[src/rtl/dbp_pkg.sv]
package dbp_pkg;

  localparam int LANE_W = 8;
  localparam int LANES  = 2;

  typedef enum logic [1:0] {
    PH_IDLE   = 2'd0,
    PH_ONE    = 2'd1,
    PH_FIRST  = 2'd2,
    PH_SECOND = 2'd3
  } phase_t;

  // Byte driven onto one lane for a write; idle lanes carry zero.
  function automatic logic [7:0] wr_lane_byte(phase_t ph, logic word, logic a0,
                                              int lane, logic [15:0] wd);
    logic [7:0] b;
    b = 8'h00;
    case (ph)
      PH_ONE: begin
        if (word)                 b = wd[lane*8 +: 8];
        else if (a0 == lane[0])   b = wd[7:0];
      end
      PH_FIRST:  if (lane == 1) b = wd[7:0];
      PH_SECOND: if (lane == 0) b = wd[15:8];
      default:   b = 8'h00;
    endcase
    return b;
  endfunction

  // Active-low high-lane enable for the current bank cycle.
  function automatic logic hi_lane_off(phase_t ph, logic word, logic a0);
    case (ph)
      PH_ONE:   return !(word || a0);
      PH_FIRST: return 1'b0;
      default:  return 1'b1;
    endcase
  endfunction

  // Result of a single-cycle read taken from the lanes.
  function automatic logic [15:0] rd_single(logic word, logic a0, logic [15:0] lanes);
    if (word)    return lanes;
    else if (a0) return {8'h00, lanes[15:8]};
    else         return {8'h00, lanes[7:0]};
  endfunction

  function automatic logic in_top(logic [31:0] a, logic [31:0] aw, logic [31:0] bytes);
    return (bytes != 32'd0) && (a >= ((32'd1 << aw) - bytes));
  endfunction

  function automatic logic in_bottom(logic [31:0] a, logic [31:0] bytes);
    return a < bytes;
  endfunction

endpackage

[src/rtl/dbp_region_dec.sv]
module dbp_region_dec
  import dbp_pkg::*;
#(
  parameter int ADDR_W    = 20,
  parameter int ROM_BYTES = 32'h10000,
  parameter int RAM_BYTES = 32'h10000
) (
  input  logic [ADDR_W-1:0] addr,
  output logic              rom_hit,
  output logic              ram_hit
);
  logic [31:0] a32;
  assign a32     = 32'(addr);
  assign rom_hit = in_top(a32, 32'(ADDR_W), 32'(ROM_BYTES));
  assign ram_hit = in_bottom(a32, 32'(RAM_BYTES));
endmodule

[src/rtl/dbp_lane_steer.sv]
module dbp_lane_steer
  import dbp_pkg::*;
(
  input  phase_t                   ph,
  input  logic                     word,
  input  logic                     a0,
  input  logic [LANES*LANE_W-1:0]  wdata,
  input  logic                     cs_any,
  input  logic [LANES*LANE_W-1:0]  mem_rdata,
  output logic [LANES*LANE_W-1:0]  mem_wdata,
  output logic [LANES*LANE_W-1:0]  lanes_rd
);
  for (genvar l = 0; l < LANES; l++) begin : g_lane
    assign mem_wdata[l*LANE_W +: LANE_W] = wr_lane_byte(ph, word, a0, l, wdata);
    assign lanes_rd[l*LANE_W +: LANE_W]  = cs_any ? mem_rdata[l*LANE_W +: LANE_W]
                                                  : {LANE_W{1'b1}};
  end
endmodule

[src/rtl/dbp_seq.sv]
module dbp_seq
  import dbp_pkg::*;
#(
  parameter int ADDR_W = 20
) (
  input  logic              clk,
  input  logic              rst_n,
  input  logic              req_valid,
  input  logic [ADDR_W-1:0] req_addr,
  input  logic              req_word,
  input  logic              req_write,
  input  logic [15:0]       req_wdata,
  input  logic [15:0]       lanes_rd,
  output phase_t            ph,
  output logic              r_a0,
  output logic              r_word,
  output logic              r_we,
  output logic [15:0]       r_wdata,
  output logic [ADDR_W-1:0] cyc_addr,
  output logic              req_ready,
  output logic              done,
  output logic [15:0]       rdata
);
  phase_t            ph_d;
  logic [ADDR_W-1:0] r_addr;
  logic [7:0]        lo_byte;
  logic              accept;

  assign req_ready = (ph != PH_FIRST);
  assign accept    = req_valid && req_ready;
  assign cyc_addr  = (ph == PH_SECOND) ? r_addr + ADDR_W'(1) : r_addr;
  assign r_a0      = r_addr[0];

  always_comb begin
    if (accept)                ph_d = (req_word && req_addr[0]) ? PH_FIRST : PH_ONE;
    else if (ph == PH_FIRST)   ph_d = PH_SECOND;
    else                       ph_d = PH_IDLE;
  end

  always_ff @(posedge clk or negedge rst_n) begin
    if (!rst_n) begin
      ph      <= PH_IDLE;
      r_addr  <= '0;
      r_word  <= 1'b0;
      r_we    <= 1'b0;
      r_wdata <= '0;
      done    <= 1'b0;
      rdata   <= '0;
      lo_byte <= '0;
    end else begin
      ph   <= ph_d;
      done <= (ph == PH_ONE) || (ph == PH_SECOND);
      if (accept) begin
        r_addr  <= req_addr;
        r_word  <= req_word;
        r_we    <= req_write;
        r_wdata <= req_wdata;
      end
      if (!r_we) begin
        case (ph)
          PH_ONE:    rdata   <= rd_single(r_word, r_addr[0], lanes_rd);
          PH_FIRST:  lo_byte <= lanes_rd[15:8];
          PH_SECOND: rdata   <= {lanes_rd[7:0], lo_byte};
          default:   ;
        endcase
      end
    end
  end
endmodule

[src/rtl/dual_bank_port.sv]
module dual_bank_port
  import dbp_pkg::*;
#(
  parameter int ADDR_W    = 20,
  parameter int ROM_BYTES = 32'h10000,
  parameter int RAM_BYTES = 32'h10000
) (
  input  logic              clk,
  input  logic              rst_n,
  input  logic              req_valid,
  output logic              req_ready,
  input  logic [ADDR_W-1:0] req_addr,
  input  logic              req_word,
  input  logic              req_write,
  input  logic [15:0]       req_wdata,
  output logic              done,
  output logic [15:0]       rdata,
  output logic              wr_err,
  output logic              cyc_act,
  output logic [ADDR_W-1:0] mem_addr,
  output logic              hi_en_n,
  output logic              mem_we,
  output logic [15:0]       mem_wdata,
  input  logic [15:0]       mem_rdata,
  output logic              rom_cs,
  output logic              ram_cs
);
  localparam int DATA_W = LANES * LANE_W;

  phase_t            ph;
  logic              r_a0, r_word, r_we;
  logic [DATA_W-1:0] r_wdata, lanes_rd;
  logic [ADDR_W-1:0] cyc_addr;
  logic              rom_hit, ram_hit;

  dbp_seq #(.ADDR_W(ADDR_W)) u_seq (
    .clk(clk), .rst_n(rst_n), .req_valid(req_valid), .req_addr(req_addr),
    .req_word(req_word), .req_write(req_write), .req_wdata(req_wdata),
    .lanes_rd(lanes_rd), .ph(ph), .r_a0(r_a0), .r_word(r_word), .r_we(r_we),
    .r_wdata(r_wdata), .cyc_addr(cyc_addr), .req_ready(req_ready),
    .done(done), .rdata(rdata)
  );

  dbp_region_dec #(.ADDR_W(ADDR_W), .ROM_BYTES(ROM_BYTES), .RAM_BYTES(RAM_BYTES)) u_dec (
    .addr(cyc_addr), .rom_hit(rom_hit), .ram_hit(ram_hit)
  );

  dbp_lane_steer u_steer (
    .ph(ph), .word(r_word), .a0(r_a0), .wdata(r_wdata),
    .cs_any(rom_hit || ram_hit), .mem_rdata(mem_rdata),
    .mem_wdata(mem_wdata), .lanes_rd(lanes_rd)
  );

  assign cyc_act  = (ph != PH_IDLE);
  assign mem_addr = cyc_addr;
  assign hi_en_n  = hi_lane_off(ph, r_word, r_a0);
  assign wr_err   = cyc_act && r_we && rom_hit;
  assign mem_we   = cyc_act && r_we && !rom_hit;
  assign rom_cs   = cyc_act && rom_hit && !r_we;
  assign ram_cs   = cyc_act && ram_hit;
endmodule

[config.mk]
export PLATFORM = sky130hd
export DESIGN_NAME = dual_bank_port
export DESIGN_NICKNAME = d
export VERILOG_FILES = /design/src/rtl/dbp_pkg.sv /design/src/rtl/dbp_region_dec.sv /design/src/rtl/dbp_lane_steer.sv /design/src/rtl/dbp_seq.sv /design/src/rtl/dual_bank_port.sv
export SDC_FILE = /design/constraint.sdc
export NUM_CORES = 1
export LEC_CHECK = 0
export ABC_AREA = 1
export BUFFER_PORTS_ARGS = -buffer_cell sky130_fd_sc_hd__buf_4
export CAP_MARGIN = 10
export CORE_MARGIN = 2
export CORE_UTILIZATION = 46
export DETAILED_ROUTE_END_ITERATION = 16
export PLACE_DENSITY = 0.8
export SLEW_MARGIN = 20
export SYNTH_ARGS = -nofsm -noshare
export SYNTH_HDL_FRONTEND = slang
export SYNTH_SLANG_ARGS = --single-unit
[constraint.sdc]
create_clock -name clk -period 2.5 [get_ports clk]
set_clock_uncertainty 0.1 [all_clocks]
set_input_delay 0.25 -clock clk [delete_from_list [all_inputs] [get_ports clk]]
set_output_delay 0.25 -clock clk [all_outputs]
set_load 0.01 [all_outputs]
# --- Yosys cells after proc, flatten, opt, wreduce, memory -nomap -nowiden ---
# Index checks and enable logic that the tools add are counted.
totals:
  ff_bits: 65
  inputBits: 57
  wordCells: 50
op_classes:
  add_sub_neg: 1
  n_lt_le_gt_ge: 2
  eq_ne: 4
  mux: 16
  n_bitwise: 1
  n_reduce_logical: 18
ops:
  columns: ["cell", "count"]
  rows:
  - ["two-way mux 8 bit", 7]
  - ["one-hot mux 16 bit (2 select lines)", 1]
  - ["one-hot mux 8 bit (2 select lines)", 2]
  - ["adder 20 x 1 -> 20 bit (second input constant)", 1]
  - ["greater-or-equal comparator 20 bit (second input constant)", 1]
  - ["less-than comparator 20 x 17 -> 1 bit (second input constant)", 1]
  - ["two-way mux 20 bit", 1]
  - ["two-way mux 16 bit", 1]
  - ["logical AND 1 bit", 8]
  - ["two-way mux 2 bit", 3]
  - ["== test 2 bit (second input constant)", 2]
  - ["AND reduction 2 bit", 2]
  - ["nonzero test 2 bit", 2]
  - ["logical NOT 1 bit", 3]
  - ["logical OR 1 bit", 3]
  - ["== test 2 x 1 -> 1 bit (second input constant)", 1]
  - ["!= test 2 bit (second input constant)", 1]
  - ["one-hot mux 1 bit (2 select lines)", 1]
  - ["inverter 1 bit", 1]

# --- Depth between registers and ports, before layout ---
depth:
  ltp_word: 8
  mapped_depth: 18

# --- By module ---
# A second synthesis with hierarchy kept.
hier_totals:
  cells_unflattened: 486
  hier_area_um2: 4011.3
by_module_without_submodules:
  columns: ["module", "instances", "cells_per_inst", "area_per_inst_um2"]
  rows:
  - ["dbp_seq", 1, 328, 3298.2]
  - ["dbp_lane_steer", 1, 129, 598.1]
  - ["dual_bank_port", 1, 19, 77.6]
  - ["dbp_region_dec", 1, 10, 37.5]

# --- Worst setup path after synthesis ---
# Ideal clock, no wire load.
synth_timing:
  kind: "register to register"
  startpoint: "register u_seq.ph[0]"
  endpoint: "register u_seq.rdata[4]"
  setup_time_ps: 116
  arrival_ps: 1822
  required_ps: 2284
  slack_ps: 461
  path_stages_with_launch: 17
  path_buffers: 2
  synth_period_minus_slack_ps: 2039
  path_cell_list: "dfrtp_1 ha_1 buf_6 nand3_1 nor2_2 nand2_4 o21bai_2 nand2_1 nor2_1 nand2_2 nand2_4 buf_6 nand3_1 nand2_1 nand2_1 nand2_1 nand2_1"
synth_between:
  elab_chain_len: 8
  elab_cells_between_ends: 13
  cone_classes: "2 x order compare; 2 x eq/ne; 6 x mux; 3 x reduce/logical"
synth_lines:
  columns: ["item", "line_no", "text"]
  rows:
  - ["start: declaration", "dbp_seq.sv:14", "output phase_t ph,"]
  - ["start signal: assignment", "dbp_seq.sv:51", "ph <= ph_d;"]
  - ["== test 2 bit", "dbp_seq.sv:31, dbp_seq.sv:60", null]
  - ["two-way mux 20 bit", "dbp_seq.sv:31", "assign cyc_addr = (ph == PH_SECOND) ? r_addr + ADDR_W'(1) : r_addr;"]
  - ["greater-or-equal comparator 20 bit or less-than comparator 20 x 17 -> 1 bit (tied branches)", "dbp_pkg.sv:47, dbp_pkg.sv:51", null]
  - ["logical OR 1 bit", "dual_bank_port.sv:50", ".cs_any(rom_hit || ram_hit), .mem_rdata(mem_rdata),"]
  - ["two-way mux 8 bit", "dbp_lane_steer.sv:15", "assign lanes_rd[l*LANE_W +: LANE_W] = cs_any ? mem_rdata[l*LANE_W +: LANE_W]"]
  - ["two-way mux 8 bit", "dbp_pkg.sv:42", "else if (a0) return {8'h00, lanes[15:8]};"]
  - ["two-way mux 16 bit", "dbp_pkg.sv:41", "if (word) return lanes;"]
  - ["one-hot mux 16 bit (2 select lines)", "dbp_seq.sv:60", "case (ph)"]
  - ["end signal: assignment", "dbp_seq.sv:61", "PH_ONE: rdata <= rd_single(r_word, r_addr[0], lanes_rd);"]
  - ["end signal: assignment", "dbp_seq.sv:63", "PH_SECOND: rdata <= {lanes_rd[7:0], lo_byte};"]
  - ["end: declaration", "dbp_seq.sv:22", "output logic [15:0] rdata"]
# Several ways; a longest one is shown, not always the timed one.
# A chain may end at the register's enable or synchronous reset.

# --- Worst setup path in the final report ---
layout_timing:
  startpoint: "register u_seq.r_addr[0]"
  endpoint: "output rom_cs"
layout_between:
  elab_chain_len: 5
layout_lines:
  columns: ["item", "line_no", "text"]
  rows:
  - ["start: declaration", "dbp_seq.sv:25", "logic [ADDR_W-1:0] r_addr;"]
  - ["start signal: assignment", "dbp_seq.sv:54", "r_addr <= req_addr;"]
  - ["adder 20 x 1 -> 20 bit", "dbp_seq.sv:31", null]
  - ["two-way mux 20 bit (*)", "dbp_seq.sv:31", null]
  - ["greater-or-equal comparator 20 bit (*)", "dbp_pkg.sv:47", "return (bytes != 32'd0) && (a >= ((32'd1 << aw) - bytes));"]
  - ["logical AND 1 bit (*) (2 in a row)", "dual_bank_port.sv:59", "assign rom_cs = cyc_act && rom_hit && !r_we;"]
  - ["end: declaration", "dual_bank_port.sv:25", "output logic rom_cs,"]
# Every way passes the cells marked *; elsewhere a longest branch is shown, timed or not.

==> impl_results.md <==
- Unrepaired setup endpoints after global routing: true
- Final Max Tran Viols: 0
- I/O pin cnt: 117
- Vias in the first global route: 3595
- Crit path launch type: flip-flop
- Least-Margin Pin Slew: 0.989 ns
- Layout cells sized above 1: 34.3%
- Final period util: 98.6%
- Leakage: 2.73 nW
- H-tree levels: 3
- Die area: between 9000 and 10000 µm²
- WP data arrival: 2.12 ns
- Max transition margin: between 30% and 40%
- Final #Nets: 695
- Post-DP HPWL: around 7700 µm
- Setup Viol. Count Final: 0
- Mapped Area: 3840 µm²
- Post-synth net total: approximately 560
- Vias per inst: 5.14
- Core area: a little over 8000 µm²
- DR DRC count: 0
- # clock sinks: 65
- Clk root buf: clkbuf_8
- Core Util, Final: 64.1%
- Yosys warning count: 0
- FMAX: ~0.41 GHz
- DIE HEIGHT: roughly 95 µm
- Worst IR Drop VDD: approximately 0.32 mV
- Most common cell after layout, fill and taps aside: nand2_1
- Max-cap violations: 0
- Initial antenna violation count: 0
- Syn Area/Cell: 7.69 µm²
- Gr ovfl total: 0
- Worst hold path class: primary input to flip-flop
- Initial Utilization: a little under half
- Fin crit period: 2.47 ns
- WL per Instance: ~15 µm
- Critical R2R Launch: u_seq.r_addr[0]$_DFFE_PN0P_
- Area Overhead vs Synth: 36.4%
- Global-route wire length before repair: 16800 µm
- Cell Pwr Density: 719 nW/µm²
- Iteration-0 DRC Markers: 168
- CP startpoint: u_seq.r_addr[0]$_DFFE_PN0P_
- Clock Path Buffers: 2
- Largest net degree at the start of global routing: 66
- Critical path data required time: 2.15 ns
- Gr usage total: 24.1%
- Crit. End Element: output port
- Clk slew on worst S/H paths: 0.07 ns
- Seq cells post-synth: 65
- Reg2Reg Setup Slack: ~0.16 ns
- Number of synthesized flops with an enable pin: 0
- Post-Route WL: 10900 µm
- Unique masters post-synth: 31
- First-pass DRT Iterations: 5
- Most frequent cells in the layout: nand2_1 (146), buf_4 (135), dfrtp_1 (64)
- Power Total: 0.00377 W
- Final Hold Fails: 0
- Mapped Cells: 500
- Sequential fraction of the synthesis area: a little over two fifths
- Non-Filler Instances: 743
- Antenna Violating Nets Remaining: 0
- Worst r2r path cells: 14
- Row count: 33
- PortBufs: approximately 120
- Worst setup path category: flip-flop to output port
- Status: completed
- TNS Setup: 0 ns
- CTS tree: done
- DR vias: 3822
- Predominant post-synthesis flop cell: dfrtp_1
- Placed Cells: 713
- Cts bufs inserted: 9
- Gpl congestion: ~0.9
- Die Wd: 95.4 µm
- Antenna diodes: 0
- Clk_lat worst skew: 0.34 ns
- Critical Path Fanout Max: 4
- Ys async rst share: 100%
- Reg2reg end: u_seq.rdata[8]$_DFFE_PN0P_
- Crit path capture: rom_cs
registers in the layout, summed over array words and instances (netlist names):
| register | count |
|---|---|
| u_seq.rdata | 16 |
| u_seq.r_wdata | 16 |
| u_seq.lo_byte | 8 |
| u_seq.r_word | 1 |
| u_seq.ph | 2 |
| u_seq.r_addr | 20 |
| u_seq.done | 1 |
| u_seq.r_we | 1 |
per-layer routing:
layer	track usage, %	part of all wire (%)	vias up
met4	8.21	1.6	0
met2	41.7	51	142
met5	0	0	-
met3	4.35	7.5	12
met1	30.3	40	1835
li1	-	-	1833
worst min path at each step:
stage	end	slack, ns	start	cells after the start
CTS	u_seq.ph[0]$_DFF_PN0_	0.03	req_valid	3
global route	u_seq.r_addr[7]$_DFFE_PN0P_	0.03	req_addr[7]	2
detailed placement	u_seq.rdata[6]$_DFFE_PN0P_	0.31	rst_n	1
global placement	u_seq.rdata[6]$_DFFE_PN0P_	0.30	rst_n	1
finish	u_seq.ph[0]$_DFF_PN0_	0.03	req_valid	3
floorplan	u_seq.done$_DFF_PN0_	-0.15	rst_n	0
layout make-up:
| cell class | count | area [µm²] |
|---|---|---|
| inverters | 59 | 221 |
| multi-input cells | 359 | 2010 |
| repair buffers | 139 | 1080 |
| clock inverters | 3 | 15.0 |
| well taps | 105 | 131 |
| flip-flops and latches | 65 | 1630 |
| clock buffers | 13 | 159 |
| fillers | 736 | 2930 |
kinds of logic (layout without fill, tap and decap cells):
group / count (synthesis) / count (layout) / synth area share [%]
mux: 24 / 24 / 7.03
xor+xnor: 15 / 15 / 3.42
flops: 65 / 65 / 42.3
compound gates: 51 / 51 / 6.90
fa+ha+maj: 5 / 5 / 1.63
buf+inv: 76 / 214 / 8.50
simple gates: 264 / 264 / 30.2
Yosys cell counts, types with 2 or more instances:
cell type | n | share of area (%)
inv_1 | 56 | 5.5
nor2_2 | 6 | 0.98
ha_1 | 5 | 1.6
nor2_1 | 46 | 4.5
mux2_2 | 24 | 7.0
buf_6 | 3 | 0.88
nor3_1 | 3 | 0.39
buf_2 | 3 | 0.39
nor2_4 | 3 | 0.88
xor2_1 | 5 | 1.1
nand3_1 | 36 | 4.7
o21ai_0 | 18 | 2.3
clkinv_1 | 2 | 0.20
nand2_2 | 10 | 1.6
xnor2_1 | 10 | 2.3
clkbuf_1 | 8 | 0.78
a21oi_1 | 30 | 3.9
dfrtp_1 | 65 | 42
nand2_4 | 4 | 1.2
nand4_1 | 3 | 0.49
nand2_1 | 150 | 15
critical path: stages, from the launching register on:
cell	delay, ns
dfrtp_1	0.41
buf_6	0.13
inv_2	0.06
nor2_4	0.18
nand2_2	0.10
nor2_4	0.13
nand3_2	0.11
a21oi_2	0.17
nand2_2	0.14
nor3_2	0.19
buf_4	0.16
where the power goes:
group	internal, W	switching (W)	total [W]
clock	0.000410	0.000402	0.000812
sequential	0.00133	0.000200	0.00153
combinational	0.000667	0.000761	0.00143
through the flow:
stage	worst slack, ns	hold WS [ns]	instance area [µm²]
2_1_floorplan	0.461	-0.146	3840
3_3_place_gp	0.204	0.300	4810
3_5_place_dp	0.112	0.309	4810
4_1_cts	0.00209	0.0305	5050
5_1_grt	-0.0846	0.0313	5240
6_report	0.0343	0.0320	5240
repair_timing:
item	CTS	global route
resized for setup	10	18
hold buffers	1	0
pin swaps	3	9
buffers inserted	2	10
endpoints found under the hold margin	65	0
setup endpoints to repair	3	36
gates cloned	0	1
Power figures use the tool's default switching activity.
